**config.mk**
```make
export PLATFORM = sky130hd
export DESIGN_NAME = cadenceSeq
export DESIGN_NICKNAME = d
export VERILOG_FILES = /design/src/rtl/cadence_pkg.sv /design/src/rtl/cadenceTimer.sv /design/src/rtl/cadenceCtrl.sv /design/src/rtl/cadenceSeq.sv
export SDC_FILE = /design/constraint.sdc
export NUM_CORES = 1
export LEC_CHECK = 0
export BUFFER_PORTS_ARGS = -buffer_cell sky130_fd_sc_hd__buf_2
export CAP_MARGIN = 20
export CELL_PAD_IN_SITES_DETAIL_PLACEMENT = 0
export CELL_PAD_IN_SITES_GLOBAL_PLACEMENT = 1
export CORE_MARGIN = 10
export CORE_UTILIZATION = 45
export CTS_CLUSTER_SIZE = 10
export DETAILED_ROUTE_END_ITERATION = 8
export MAX_ROUTING_LAYER = met4
export PLACE_DENSITY = 0.83
export SLEW_MARGIN = 20
export SYNTH_ARGS = -nofsm -noshare
export SYNTH_HDL_FRONTEND = slang
export SYNTH_SLANG_ARGS = --single-unit
```
**constraint.sdc**
```tcl
create_clock -name clk -period 4.5 [get_ports clk]
set_input_delay 0.45 -clock clk [delete_from_list [all_inputs] [get_ports clk]]
set_output_delay 0.45 -clock clk [all_outputs]
set_load 0.01 [all_outputs]
```
**src/rtl/cadence_pkg.sv**
```systemverilog
package cadence_pkg;

  localparam int DUR_W   = 13;
  localparam int IDX_W   = 3;
  localparam int NUM_PAT = 9;

  localparam logic [3:0] TONE_350_440 = 4'b0000;
  localparam logic [3:0] TONE_440_480 = 4'b0011;
  localparam logic [3:0] TONE_480_620 = 4'b0110;
  localparam logic [3:0] TONE_440     = 4'b0010;
  localparam logic [3:0] TONE_620     = 4'b1000;

  typedef enum logic [1:0] {NX_NEXT, NX_LOOP, NX_STOP, NX_HOLD} nextKind_e;

  typedef struct packed {
    logic [3:0]       code;
    logic             tone;
    logic [DUR_W-1:0] durMs;
    nextKind_e        nxt;
  } seg_t;

  typedef struct packed {
    logic restart;
    logic run;
  } dpCtl_t;

  function automatic seg_t mkSeg(logic [3:0] code, logic tone, int dur, nextKind_e nxt);
    seg_t s;
    s.code  = code;
    s.tone  = tone;
    s.durMs = DUR_W'(dur);
    s.nxt   = nxt;
    return s;
  endfunction

  function automatic seg_t segFetch(logic [3:0] pat, logic [IDX_W-1:0] idx);
    case (pat)
      4'd0: return mkSeg(TONE_350_440, 1'b1, 0, NX_HOLD);
      4'd1: return idx[0] ? mkSeg(TONE_480_620, 1'b0, 250, NX_LOOP)
                          : mkSeg(TONE_480_620, 1'b1, 250, NX_NEXT);
      4'd2: return idx[0] ? mkSeg(TONE_480_620, 1'b0, 500, NX_LOOP)
                          : mkSeg(TONE_480_620, 1'b1, 500, NX_NEXT);
      4'd3: return idx[0] ? mkSeg(TONE_440_480, 1'b0, 4000, NX_LOOP)
                          : mkSeg(TONE_440_480, 1'b1, 2000, NX_NEXT);
      4'd4: return (idx == 3'd6) ? mkSeg(TONE_350_440, 1'b1, 0, NX_HOLD)
                                 : mkSeg(TONE_350_440, !idx[0], 100, NX_NEXT);
      4'd5: begin
        if (idx == 3'd0) return mkSeg(TONE_440_480, 1'b1, 1000, NX_NEXT);
        if (idx == 3'd1) return mkSeg(TONE_440, 1'b1, 200, NX_NEXT);
        return mkSeg(TONE_440, 1'b0, 3000, NX_LOOP);
      end
      4'd6: return idx[0] ? mkSeg(TONE_620, 1'b1, 250, NX_LOOP)
                          : mkSeg(TONE_440, 1'b1, 250, NX_NEXT);
      4'd7: return mkSeg(TONE_440, 1'b1, 200, NX_STOP);
      4'd8: return mkSeg(TONE_350_440, !idx[0], 100,
                         (idx == 3'd5) ? NX_STOP : NX_NEXT);
      default: return mkSeg(4'b0000, 1'b0, 1, NX_STOP);
    endcase
  endfunction

endpackage

```
**src/rtl/cadenceTimer.sv**
```systemverilog
module cadenceTimer
  import cadence_pkg::*;
#(
  parameter int MS_DIV = 3580
) (
  input  logic             clk,
  input  logic             rstN,
  input  dpCtl_t           ctl,
  input  logic [DUR_W-1:0] durMs,
  output logic             segDone
);
  localparam int PRE_W = (MS_DIV > 1) ? $clog2(MS_DIV) : 1;
  localparam logic [PRE_W-1:0] PRE_LAST = PRE_W'(MS_DIV - 1);

  logic [PRE_W-1:0] preCnt;
  logic [DUR_W-1:0] msCnt;
  logic             msTick;

  assign msTick  = (preCnt == PRE_LAST);
  assign segDone = ctl.run && msTick && (msCnt == durMs - DUR_W'(1));

  always_ff @(posedge clk or negedge rstN) begin
    if (!rstN) begin
      preCnt <= '0;
      msCnt  <= '0;
    end else if (ctl.restart || !ctl.run) begin
      preCnt <= '0;
      msCnt  <= '0;
    end else if (msTick) begin
      preCnt <= '0;
      msCnt  <= msCnt + DUR_W'(1);
    end else begin
      preCnt <= preCnt + PRE_W'(1);
    end
  end
endmodule

```
**src/rtl/cadenceCtrl.sv**
```systemverilog
module cadenceCtrl
  import cadence_pkg::*;
(
  input  logic             clk,
  input  logic             rstN,
  input  logic             start,
  input  logic             stop,
  input  logic [3:0]       patSel,
  input  logic             segDone,
  output dpCtl_t           ctl,
  output logic [DUR_W-1:0] durMs,
  output logic [3:0]       codeOut,
  output logic             enN,
  output logic             busy
);
  logic             active;
  logic             firstCyc;
  logic [3:0]       patReg;
  logic [IDX_W-1:0] segIdx;
  seg_t             cur;
  logic             takeStart;
  logic             advance;

  assign cur       = segFetch(patReg, segIdx);
  assign takeStart = start && !stop && (patSel < 4'(NUM_PAT));
  assign advance   = active && segDone && (cur.nxt != NX_HOLD);

  assign ctl.restart = stop || takeStart || advance;
  assign ctl.run     = active;
  assign durMs       = cur.durMs;

  assign busy    = active;
  assign codeOut = active ? cur.code : 4'b0000;
  assign enN     = stop || !(active && cur.tone && !firstCyc);

  always_ff @(posedge clk or negedge rstN) begin
    if (!rstN) begin
      active   <= 1'b0;
      firstCyc <= 1'b0;
      patReg   <= '0;
      segIdx   <= '0;
    end else if (stop) begin
      active   <= 1'b0;
      firstCyc <= 1'b0;
      segIdx   <= '0;
    end else if (takeStart) begin
      active   <= 1'b1;
      firstCyc <= 1'b1;
      patReg   <= patSel;
      segIdx   <= '0;
    end else if (active) begin
      firstCyc <= 1'b0;
      if (advance) begin
        unique case (cur.nxt)
          NX_NEXT: begin segIdx <= segIdx + IDX_W'(1); firstCyc <= 1'b1; end
          NX_LOOP: begin segIdx <= '0;                 firstCyc <= 1'b1; end
          NX_STOP: begin segIdx <= '0; active <= 1'b0; end
          default: ;
        endcase
      end
    end
  end
endmodule

```
**src/rtl/cadenceSeq.sv**
```systemverilog
module cadenceSeq
  import cadence_pkg::*;
#(
  parameter int MS_DIV = 3580
) (
  input  logic       clk,
  input  logic       rstN,
  input  logic       start,
  input  logic       stop,
  input  logic [3:0] patSel,
  output logic [3:0] codeOut,
  output logic       enN,
  output logic       busy
);
  dpCtl_t           ctl;
  logic [DUR_W-1:0] durMs;
  logic             segDone;

  cadenceCtrl uCtrl (
    .clk(clk), .rstN(rstN), .start(start), .stop(stop), .patSel(patSel),
    .segDone(segDone), .ctl(ctl), .durMs(durMs),
    .codeOut(codeOut), .enN(enN), .busy(busy)
  );

  cadenceTimer #(.MS_DIV(MS_DIV)) uTimer (
    .clk(clk), .rstN(rstN), .ctl(ctl), .durMs(durMs), .segDone(segDone)
  );
endmodule

```
**Yosys cells after proc, flatten, opt, wreduce, memory -nomap -nowiden**

Index checks and enable logic that the tools add are counted.

- Bits in registers: 34
- RAM bits: 0
- Output and inout port bits: 6
- Input bits: 8
- ROM bits: 0
- Memories kept: 0
- Latch bits: 0

- $lt $le $gt $ge: 1
- Muxes and demuxes: 36
- Bitwise logic cells: 1
- Shift operators: 0
- Equality and inequality tests: 16
- Multiply operators: 0
- Reductions and logical operators: 28
- Add/sub/neg operators: 4
- Div/mod/pow operators: 0

Operator list:

| cell | number |
|---|---|
| $pmux 20 s9 | 1 |
| $mux 20 | 5 |
| $mux 16 | 4 |
| $mux 13 | 2 |
| $mux 12 | 2 |
| $eq 4x3->1 const B | 4 |
| $mux 1 | 15 |
| $add 13x1->13 const B | 1 |
| $eq 13x13->1 | 1 |
| $sub 13x1->13 const B | 1 |
| $add 12x1->12 const B | 1 |
| $eq 12x12->1 const B | 1 |
| $mux 3 | 4 |
| $eq 4x2->1 const B | 2 |
| $logic_and 1x1->1 | 8 |
| $eq 3x3->1 const B | 2 |
| $pmux 3 s2 | 1 |
| $reduce_bool 3->1 | 2 |
| $logic_not 1->1 | 5 |
| $eq 4x1->1 const B | 1 |
| $eq 4x4->1 const B | 1 |
| $logic_not 4->1 | 1 |
| $logic_or 1x1->1 | 4 |
| $lt 4x4->1 const B | 1 |
| 15 further kinds | 16 |

**Longest topological paths before layout**

Gate-level depths: netlist of run 1.

- Depth after elaboration: 17
- Gate-level depth with buffers: 13
- Gate-level depth less buffers: 11

**Cells and area by module**

From an unflattened synthesis of run 1, not the netlist that was laid out.

- Cell total of the unflattened synthesis: 323
- Area total of the unflattened synthesis: 2,703.8 µm²

Modules (own cells, without submodules):

| module | sequential area each (µm²) | cells an instance | times used | area each (µm²) |
|---|---|---|---|---|
| cadenceTimer | 625.6 | 190 | 1 | 1,700.4 |
| cadenceCtrl | 225.2 | 133 | 1 | 1,003.5 |

**Worst setup path before layout of run 1**

OpenSTA, ideal clock, no wires.

- Path kind: register -> register
- From: register uCtrl.segIdx[0]
- To: register uCtrl.segIdx[2]
- Cell stages (with the launch flop): 12
- Setup time: 0.095 ns
- Clock period less this slack: 3.354 ns
- Arrival time: 3.259 ns
- Path buffers: 1
- Setup slack: 1.146 ns
- Cells stage by stage: dfrtp_1 > buf_2 > inv_1 > ha_1 > or3b_1 > nand2_1 > o221ai_2 > or3_4 > mux2_4 > or4_4 > or4_4 > o31ai_1

- Longest elaborated chain between the ends: 14

Ends and longest elaborated chain:

| what | RTL line | text |
|---|---|---|
| start: declaration | cadenceCtrl.sv:19 | `logic [IDX_W-1:0] segIdx;` |
| start signal: assignment | cadenceCtrl.sv:41 | `segIdx <= '0;` |
| start signal: assignment | cadenceCtrl.sv:45 | `segIdx <= '0;` |
| start signal: assignment | cadenceCtrl.sv:50 | `segIdx <= '0;` |
| $eq 3x1->1 | cadence_pkg.sv:49 | `if (idx == 3'd1) return mkSeg(TONE_440, 1'b1, 200, NX_NEXT);` |
| $mux 1 (2 in series) | cadence_pkg.sv:49 |  |
| $mux 1 | cadence_pkg.sv:37 | `case (pat)` |
| $mux 20 | cadence_pkg.sv:50 | `return mkSeg(TONE_440, 1'b0, 3000, NX_LOOP);` |
| $mux 20 | cadence_pkg.sv:49 |  |
| $pmux 20 s9 | cadence_pkg.sv:37 |  |
| $sub 13x1->13 (tied with other cells) | cadenceTimer.sv:20 | `assign segDone = ctl.run && msTick && (msCnt == durMs - DUR_W'(1));` |
| $eq 13x13->1 or $reduce_or 2->1 (tied branches) | n/a |  |
| $logic_and 1x1->1 or $pmux 3 s2 (tied branches) | cadenceTimer.sv:20, cadenceCtrl.sv:54 |  |
| $logic_and 1x1->1 or $mux 3 (tied branches) | cadenceCtrl.sv:26, cadenceCtrl.sv:53 |  |
| $logic_and 1x1->1 or $mux 3 (tied branches) | cadenceCtrl.sv:26, cadenceCtrl.sv:51 |  |
| $reduce_bool 3->1 (no line) or $mux 3 (tied branches) | n/a |  |
| $reduce_and 3->1 (no line) or $mux 3 (tied branches) | n/a |  |

Parallel ways exist; a longest one is shown, timed or not. The select of a mux whose other input is x is not followed.
A chain may end at the register's enable or synchronous reset.

**Final worst setup path of run 1**

Same ends and word-level chain as after synthesis.

==> results.toml, run 1 <==
[run_status]
status = "completed"

[floorplan]
core_um2 = 5510
fp.dieW_um = 95.4
initial_utilization_pct = 46.4
die_area_um2 = 9090
pin_count = 14
die_height_um = 95.4
rows = 27

[final_layout]
drive_gt1_share_pct = 16.2
final_nets = 314
final_common_cell = "dfrtp_1"
mostFrequentLayoutCells = "34 x dfrtp_1, 25 x nor2_1, 19 x nand2_1"
nFillCells = 511
final_cells = 369
area.growth.synth_to_final_pct = 8.03
final-seq-area_um2 = 851
n_antenna_cell = 0
final_cell_area_um2 = 2760
multi_input_area_um2 = 1570

[placed_design]
numPortBuffers = 13
gp_congestion = 0.850
placed_area_um2 = 2670
dp.cells = 361
dp.final_hpwl_mm = 4.02
pre_cts_slack_ns = 0.785

[clocking]
htreeDepth = 2
cts-resized-gates = 0
hold_buffers = 0
clk_pin_slew_ns = 0.07
cts_sinks = 34
clockBufferDepth = 2
post_cts_buffers = 0
cts_tree = "built"
clock_latency_ns = 0.29
cts_buffers = 5
cts-root-buf = "clkbuf_8"

[min_path]
holdCritPathClass = "in2async"

[critical_path]
cp-start-kind = "flip-flop"
crit_chain = "inv_1, ha_1, o21bai_1, a22oi_1, xor2_2, or2_2, mux2_4, or4_4, or4_4, o31ai_1"
path_max_fanout = 11
end_kind = "flip-flop"
cp.required_ns = 4.70
criticalPathCategory = "reg2reg"
r2r_slack_ns = 0.78
cp.arrival_ns = 3.92
slowest_stage = "or4_4"
max_stage_delay_ns = 0.56
crit_top_cell = "or4_4"

[timing]
slew_headroom_pct = 47.6
rsz0062_at_grt = "false"
min_period_ns = 3.72
hold_viol_final = 0
finalSetupTns_ns = 0
setup_viol = 0
fin_crit_sh_pct = 82.8
tightest_slew_ns = 0.785
slew_violations = 0
fmax_mhz = 269
setup_ws_ns = 0.776
skew_ns = 0.00437
hold_ws_ns = 0.221

[global_route]
grt_pass1_vias = 2084
overflow = 0
grt_max_degree = 35
grt_first_pass_wirelength_mm = 9.80
antenna_found_initial = 0
gr-usage-all-layers_pct = 13.8

[synthesis]
synth_fp_nets = 303
synth_seq_cells = 34
seq_area_frac_synth_pct = 33.3
synth_warnings = 0
synth_area_um2 = 2550
synth_cell_types = 64
synth_area_per_cell_um2 = 8.96
synth_cells = 285
synth-edff-count = 0
async_reset_ff_share_pct = 100
synth_ff_type = "dfrtp_1"

[power]
power.net_switching_w = 0.000285
seq_power_share_pct = 42.2
total_leakage_power_nw = 1.12
combPwrFrac_pct = 30.3
p_int_w = 0.000561
clockPowerShare_pct = 27.5
p_sw_share_pct = 33.7
vdd_drop_max_uv = 254
p_per_area_nw_per_um2 = 307

[route]
drtPass1Iterations = 4
drt_iter0_drc = 114
remaining_drc_errors = 0
num_vias = 2071
drt-total-wl_mm = 5.49
wire_per_inst_um = 14.9
viasPerCell = 5.61
ant_nets = 0

[flow_run]
drv_cap = 0
## final cells by class
| type | instances | area share [%] |
|---|---|---|
| Sequential cell | 34 | 30.8 |
| Clock buffer | 7 | 3.13 |
| Timing Repair Buffer | 20 | 4.26 |
| Tap cell | 72 | 3.26 |
| Inverter | 12 | 1.63 |
| Multi-Input combinational cell | 223 | 56.7 |
| Clock inverter | 1 | 0.181 |
## synthesized netlist by cell type (5+ instances only)
cell type / instances / share of area (%)
a21o_1: 5 / 1.5
a21oi_1: 14 / 2.7
and3_1: 5 / 1.2
clkbuf_1: 7 / 1.0
dfrtp_1: 34 / 33
ha_1: 10 / 4.9
inv_1: 12 / 1.8
nand2_1: 19 / 2.8
nand3_1: 12 / 2.4
nand4_1: 5 / 1.2
nor2_1: 25 / 3.7
nor3_1: 13 / 2.5
o21ai_0: 9 / 1.8
xnor2_1: 14 / 4.8
xor2_1: 13 / 4.5
## worst paths after layout
check | start | endpoint | depth (start not counted)
worst max-delay path | uCtrl.segIdx[0] | uCtrl.segIdx[2] | 10
worst min-delay path | rstN | uTimer.preCnt[4] | 1
worst max register to register | uCtrl.segIdx[0] | uCtrl.segIdx[2] | 10
worst min register to register | uTimer.preCnt[0] | uTimer.preCnt[0] | 1
max in group asynchronous | rstN | uTimer.msCnt[1] | 1
min in group clk | stop | uCtrl.firstCyc | 2
## metrics by stage
stage / power (W) / util [%]
global placement: 0.000618 / 48.5
detailed placement: 0.000616 / 48.5
floorplan: 0.000555 / -
global route: 0.000906 / 50.1
finish: 0.000846 / 50.1
CTS: 0.000857 / 50.1
## logic make-up (layout without fill, tap and decap cells)
family	count (synthesis)	in the layout	synth area share, %
xor+xnor	28	28	9.89
flops	34	34	33.3
simple gates	114	114	25.3
compound gates	63	63	17.7
mux	8	8	3.53
fa+ha+maj	10	10	4.90
buf+inv	28	40	5.44
## power groups by stage
| stage | registers (W) | logic [W] | clock network (W) |
|---|---|---|---|
| after floorplan | 0.000328 | 0.000227 | 0 |
| after global placement | 0.000363 | 0.000255 | 0 |
| after detailed placement | 0.000362 | 0.000254 | 0 |
| after CTS | 0.000356 | 0.000257 | 0.000244 |
| after global routing | 0.000361 | 0.000290 | 0.000255 |
| final | 0.000357 | 0.000257 | 0.000233 |
## registers in the layout, summed over array words and instances, names as in the netlist
register,flops
uCtrl.busy,1
uCtrl.firstCyc,1
uCtrl.patReg,4
uCtrl.segIdx,3
uTimer.msCnt,13
uTimer.preCnt,12
## worst max-delay path, delay by kind of cell, from the launching register on
family / cells / cell delay, ns
AND/OR/NAND/NOR: 3 / 1.31
buffers and inverters: 1 / 0.20
flip-flops: 1 / 0.54
AO/OA/AOI/OAI: 3 / 0.88
multiplexers: 1 / 0.27
XOR/XNOR: 1 / 0.19
adder cells (fa/ha/maj): 1 / 0.26
## layer usage
layer,up-vias,part of all wire [%],track usage [%]
met5,-,0,-
met4,0,1.7,5.36
met3,6,2.5,2.12
met2,29,48,21.4
met1,999,48,17.6
li1,1037,-,-
No activity file was read; power rests on OpenSTA's default activity.
==> run 2, diff against run 1 <==
CORE_UTILIZATION = 43   (was 45)
clock period = 3.4 ns   (was 4.5 ns; I/O delays follow)
==> run 2 against run 1 <==
Net effect:
- clock skew rose by 0.0077 ns
- flip-flop and latch count stayed put
- cell count increased by 4.1%
- first-iteration DRC count shrank 33%
- cell area increased by 7.2%
- hold slack worse by 0.12 ns
- largest cell class unchanged
- critical path depth unchanged
- die area is 3.7% higher
- maximum frequency up 13%
- largest power group unchanged
- non-clock buffer count is 12 higher
- sequential share of layout area shrank 2.0 points
- register-to-register slack got worse by 0.67 ns
- critical endpoint unchanged
==> results.toml, run 2 (synthesis results as in run 1) <==
[final_layout]
multi_input_area_um2 = 1610
final_nets = 326
mostFrequentLayoutCells = "32 x dfrtp_1, 25 x nor2_1, 18 x nand2_1"
drive_gt1_share_pct = 23.0
n_antenna_cell = 0
area.growth.synth_to_final_pct = 15.8
reg_top3 = "uTimer.msCnt (13), uTimer.preCnt (12), uCtrl.patReg (4)"
regMostFlops = "uTimer.msCnt"
final-seq-area_um2 = 853
largest_reg_flops = 13
postLayoutCoreUtil_pct = 50.6
final_common_cell = "dfrtp_1"
final_cells = 384
nFillCells = 536

[clocking]
clockBufferDepth = 2
cts_sinks = 34
hold_buffers = 0
cts_tree = "built"
post_cts_buffers = 0
cts_buffers = 5
htreeDepth = 2
clock_latency_ns = 0.29
cts-root-buf = "clkbuf_8"
clk_pin_slew_ns = 0.08

[floorplan]
initial_utilization_pct = 43.7
die_area_um2 = 9420
fp.dieW_um = 97.1
core_um2 = 5850
rows = 28
pin_count = 14
die_height_um = 97.1

[critical_path]
critPathBufInv = 1
r2r_slack_ns = 0.11
regToRegEndpoint = "uCtrl.segIdx[2]"
cp-start-kind = "flip-flop"
path_max_fanout = 10
critPathTopFamily = "simple AND/OR/NAND/NOR gates"
crit_chain = "buf_6, ha_2, or3b_4, nand2_1, o221ai_2, or3_4, mux2_4, or4_4, or4_4, o31ai_1"
max_stage_delay_ns = 0.52
criticalPathCategory = "reg2reg"
cp.required_ns = 3.61
end_kind = "flip-flop"
crit_top_cell = "or4_4"
slowest_stage = "or4_4"
r2r.worst_path.cells = 10
worstReg2RegStart = "uCtrl.segIdx[0]"
cp.arrival_ns = 3.50

[timing]
skew_ns = 0.0121
slew_headroom_pct = 51.3
fmax_mhz = 304
finalSetupTns_ns = 0
setup_ws_ns = 0.109
slew_violations = 0
fin_crit_sh_pct = 96.8
min_period_ns = 3.29
tightest_slew_ns = 0.730
hold_viol_final = 0
setup_viol = 0

[global_route]
grt_max_degree = 35
gr-usage-all-layers_pct = 12.4
grt_pass1_vias = 2053
grt_first_pass_wirelength_mm = 9.93
antenna_found_initial = 0
overflow = 0

[route]
drt-met1-wl_mm = 2.68
wl_met2_mm = 2.78
met3_length_um = 194
drt-total-wl_mm = 5.72
ant_nets = 0
wire_per_inst_um = 14.9
viasPerCell = 5.65
num_vias = 2169
remaining_drc_errors = 0
drtPass1Iterations = 6
top_layer = "met4"
drt_iter0_drc = 76

[power]
vdd_drop_max_uv = 310
total_leakage_power_nw = 1.21
p_per_area_nw_per_um2 = 443

[run_status]
status = "completed"

[placed_design]
gp_congestion = 0.803
dp.cells = 376
numPortBuffers = 13
pre_cts_slack_ns = 0.0990
dp.final_hpwl_mm = 4.16

[flow_run]
drv_cap = 0

[min_path]
holdCritPathClass = "in2async"
-- run 2: cell count changes in the layout (fill, tap and decap cells not counted), moves of 2 or more --
| cell | previous run | this run |
|---|---|---|
| dfrtp_1 | 34 | 32 |
| ha_2 | 0 | 2 |
| bufinv_16 | 0 | 2 |
| dfrtp_2 | 0 | 2 |
| ha_1 | 10 | 8 |
| a2111oi_0 | 3 | 1 |
| buf_4 | 7 | 17 |
-- run 2: through the flow --
step	cell area, um2	hold WS, ns	power [W]
6_report	2960	0.103	0.00131
5_1_grt	2960	0.175	0.00138
4_1_cts	2910	0.134	0.00130
3_5_place_dp	2780	0.449	0.000845
3_3_place_gp	2780	0.445	0.000846
2_1_floorplan	2550	0.0444	0.000735
-- run 2: worst register-to-register path: stages, from the launching register on --
cell	delay (ns)
dfrtp_1	0.36
buf_6	0.15
ha_2	0.20
or3b_4	0.40
nand2_1	0.09
o221ai_2	0.11
or3_4	0.42
mux2_4	0.31
or4_4	0.52
or4_4	0.44
o31ai_1	0.19
-- run 2: area by class of cell --
class / instances / area share [%]
Multi-Input combinational cell: 223 / 54.2
Sequential cell: 34 / 28.8
Timing Repair Buffer: 32 / 7.57
Tap cell: 75 / 3.17
Clock buffer: 5 / 2.33
Clock inverter: 3 / 2.33
Inverter: 12 / 1.52
-- run 2: worst max path at each step --
stage	startpoint	endpoint	slack (ns)	depth (start not counted)
global placement	uCtrl.patReg[2]	uCtrl.segIdx[2]	0.14	9
global route	uCtrl.patReg[0]	uCtrl.segIdx[2]	-0.001	10
finish	uCtrl.segIdx[0]	uCtrl.segIdx[2]	0.11	10
detailed placement	uCtrl.patReg[2]	uCtrl.segIdx[2]	0.1	9
floorplan	uCtrl.segIdx[0]	uCtrl.segIdx[2]	0.05	11
CTS	uCtrl.patReg[2]	uCtrl.segIdx[2]	0.06	9
-- run 2: what timing repair did --
item | 4_1_cts | 5_1_grt
setup endpoints to repair | 0 | 30
gates resized for setup | 0 | 14
hold endpoints to repair | 0 | 0
-- run 2: power by group --
group	switching (W)	internal (W)	leakage (nW)	total, W
Combinational	0.000212	0.000197	0.681	0.000409
Sequential	0.0000341	0.000416	0.462	0.000451
Clock	0.000157	0.000294	0.0683	0.000450
-- run 2: per-layer routing --
metal,vias up,GRT usage (%)
li1,1070,-
met1,1053,16.2
met2,42,19.1
met3,4,1.92
met4,0,4.09
met5,-,-
==> run 3, diff against run 2 <==
--- a/config.mk
+++ b/config.mk
@@ -6,4 +6,5 @@
 export NUM_CORES = 1
 export LEC_CHECK = 0
+export ABC_AREA = 1
 export BUFFER_PORTS_ARGS = -buffer_cell sky130_fd_sc_hd__buf_2
 export CAP_MARGIN = 20
@@ -11,5 +12,5 @@
 export CELL_PAD_IN_SITES_GLOBAL_PLACEMENT = 1
 export CORE_MARGIN = 10
-export CORE_UTILIZATION = 43
+export CORE_UTILIZATION = 40
 export CTS_CLUSTER_SIZE = 10
 export DETAILED_ROUTE_END_ITERATION = 8
==> constraint.sdc (replaced) <==
create_clock -name clk -period 3.4 [get_ports clk]
set_input_delay 0.34 -clock clk [delete_from_list [all_inputs] [get_ports clk]]
set_output_delay 0.34 -clock clk [all_outputs]
set_load 0.05 [all_outputs]
==> run 3 against run 2 <==
Net effect:
- cell count up 18%
- first-iteration DRC count rose to 3.0 times the previous value
- combinational power up 23%
- total power up 8.2%
- utilization down 3.4 points
- via count up 7.0%
==> results.toml, run 3 <==
[run_status]
status = "completed"

[floorplan]
core_um2 = 6030
die_height_um = 99.4
die_area_um2 = 9870
fp.dieW_um = 99.4
initial_utilization_pct = 41.8
rows = 28
pin_count = 14

[synthesis]
synth_seq_cells = 34
async_reset_ff_share_pct = 100
synth_most_common_cell = "nand2_1"
synth_warnings = 0
synth_top_area_share_pct = 33.8
synth_fp_nets = 378
seq_area_frac_synth_pct = 33.8
synth_cells = 360
synth_area_leaders = "dfrtp_1 34%, nand2_1 14%, nor2_1 8.2%"
synth_top_area_cell = "dfrtp_1"
synth.top_cells.by_count = "91 x nand2_1, 55 x nor2_1, 42 x inv_1, 34 x dfrtp_1, 32 x nand3_1"
synth_ff_type = "dfrtp_1"
synth_area_um2 = 2520
synth-edff-count = 0
synth_cell_types = 32
synth_area_per_cell_um2 = 7.00

[final_layout]
final_cell_area_um2 = 2840
n_antenna_cell = 0
final_common_cell = "nand2_1"
mostFrequentLayoutCells = "90 x nand2_1, 55 x nor2_1, 40 x inv_1"
drive_gt1_share_pct = 14.7
nFillCells = 605
final_nets = 397
largest_reg_flops = 13
area.growth.synth_to_final_pct = 12.8
regMostFlops = "uTimer.msCnt"
reg_top3 = "uTimer.msCnt (13), uTimer.preCnt (12), uCtrl.patReg (4)"

[route]
wire_per_inst_um = 13.6
drtPass1Iterations = 5
ant_nets = 0
viasPerCell = 5.10
num_vias = 2321
drt-total-wl_mm = 6.20
remaining_drc_errors = 0
drt_iter0_drc = 230

[timing]
skew_ns = 0.00951
fmax_mhz = 328
tightest_slew_ns = 0.771
min_period_ns = 3.05
setup_viol = 0
finalSetupTns_ns = 0
fin_crit_sh_pct = 89.7
slew_violations = 0
slew_headroom_pct = 48.6
hold_viol_final = 0

[critical_path]
criticalPathCategory = "reg2reg"
r2r_slack_ns = 0.35
cp.arrival_ns = 3.24
cp.required_ns = 3.59
max_stage_delay_ns = 0.38
worstReg2RegStart = "uCtrl.segIdx[0]"
crit_start = "uCtrl.segIdx[0]"
slowest_stage = "dfrtp_1"
cp-start-kind = "flip-flop"
end_kind = "flip-flop"
critPathTopFamily = "simple AND/OR/NAND/NOR gates"
critPathBufInv = 4
crit_chain = "buf_4, ha_1, o21ai_0, nand2_1, inv_1, nor4_2, inv_1, ha_1, nor2_1, nand4_1, nor2_1, nand2_1, nor2_1, nand2_1, nor2_1, nand3_1, nor2_1, nand3_2, nand4_1, buf_12, nor2_1"
crit_top_cell = "nor2_1"
path_max_fanout = 11

[global_route]
grt_pass1_vias = 2168
gr-usage-all-layers_pct = 13.1
overflow = 0
grt_max_degree = 35
antenna_found_initial = 0
grt_first_pass_wirelength_mm = 10.4

[clocking]
clock_latency_ns = 0.30
htreeDepth = 2
clockBufferDepth = 2
cts-root-buf = "clkbuf_8"
clk_pin_slew_ns = 0.08
cts_sinks = 34
cts_buffers = 5
cts_tree = "built"

[placed_design]
dp.final_hpwl_mm = 4.78
numPortBuffers = 13
placed_area_um2 = 2670
gp_congestion = 0.930

[power]
vdd_drop_max_uv = 290
total_leakage_power_nw = 1.31
p_total_w = 0.00142
p_per_area_nw_per_um2 = 499

[flow_run]
drv_cap = 0

[min_path]
holdCritPathClass = "in2async"
## run 3: cell count changes after synthesis, sizes merged, moves of 7 or more
cell | previous run | this run
inv | 12 | 43
a21oi | 14 | 7
nor3 | 13 | 2
nor2 | 25 | 69
nand2 | 19 | 95
nand4 | 5 | 14
nand3 | 12 | 36
xnor2 | 14 | 4
## run 3: final cells by class
| type | count | area, um2 | area share (%) |
|---|---|---|---|
| clock buffer | 5 | 68.8 | 2.42 |
| clock inverter | 3 | 68.8 | 2.42 |
| inverter | 43 | 161 | 5.68 |
| multi-input combinational | 279 | 1500 | 52.6 |
| sequential | 34 | 852 | 30.0 |
| tap | 75 | 93.8 | 3.30 |
| timing repair buffer | 16 | 100 | 3.52 |
## run 3: stage by stage
step | utilization (%) | std cells | setup WS (ns) | hold WS (ns)
floorplan | - | 360 | 0.491 | 0.0444
global placement | 44.2 | 446 | 0.302 | 0.448
finish | 47.1 | 455 | 0.351 | 0.118
global route | 47.1 | 455 | -0.0105 | 0.172
CTS | 46.5 | 454 | 0.130 | 0.152
detailed placement | 44.2 | 446 | 0.167 | 0.454
## run 3: routing by layer
layer	vias up	wire, um	global-route usage [%]
met4	0	42	3.86
met3	6	356	2.91
met1	1057	3080	17.5
met2	62	2730	19.1
met5	-	0	-
li1	1196	-	-
## run 3: cell families after synthesis
kind of cell	Yosys count	synth area share (%)
adder cells (fa/ha/maj)	10	4.97
AO/OA/AOI/OAI	24	5.56
AND/OR/NAND/NOR	225	41.2
buffers and inverters	47	7.50
flip-flops	34	33.8
XOR/XNOR	20	6.95
## run 3: path summary, 6_finish.rpt
kind,end,depth (start not counted)
max reg2reg,uTimer.preCnt[0],21
max,uTimer.preCnt[0],21
min reg2reg,uTimer.preCnt[0],1
min,uTimer.msCnt[8],1
max in group asynchronous,uCtrl.patReg[3],1
min in group clk,uCtrl.patReg[3],3
## run 3: worst register-to-register path, stage by stage, from the launching register on
cell,delay [ns]
dfrtp_1,0.38
buf_4,0.18
ha_1,0.20
o21ai_0,0.10
nand2_1,0.12
inv_1,0.08
nor4_2,0.21
inv_1,0.11
ha_1,0.21
nor2_1,0.12
nand4_1,0.11
nor2_1,0.11
nand2_1,0.06
nor2_1,0.09
nand2_1,0.05
nor2_1,0.10
nand3_1,0.08
nor2_1,0.11
nand3_2,0.16
nand4_1,0.18
buf_12,0.15
nor2_1,0.04
## run 3: power breakdown
part / switching [W] / internal [W]
Clock: 0.000167 / 0.000294
Combinational: 0.000336 / 0.000166
Sequential: 0.0000302 / 0.000424
## run 3: timing repair
item | CTS | global route
hold buffers | 0 | 0
buffers inserted | 0 | 1
endpoints found under the setup margin | 0 | 29
resized for setup | 0 | 6
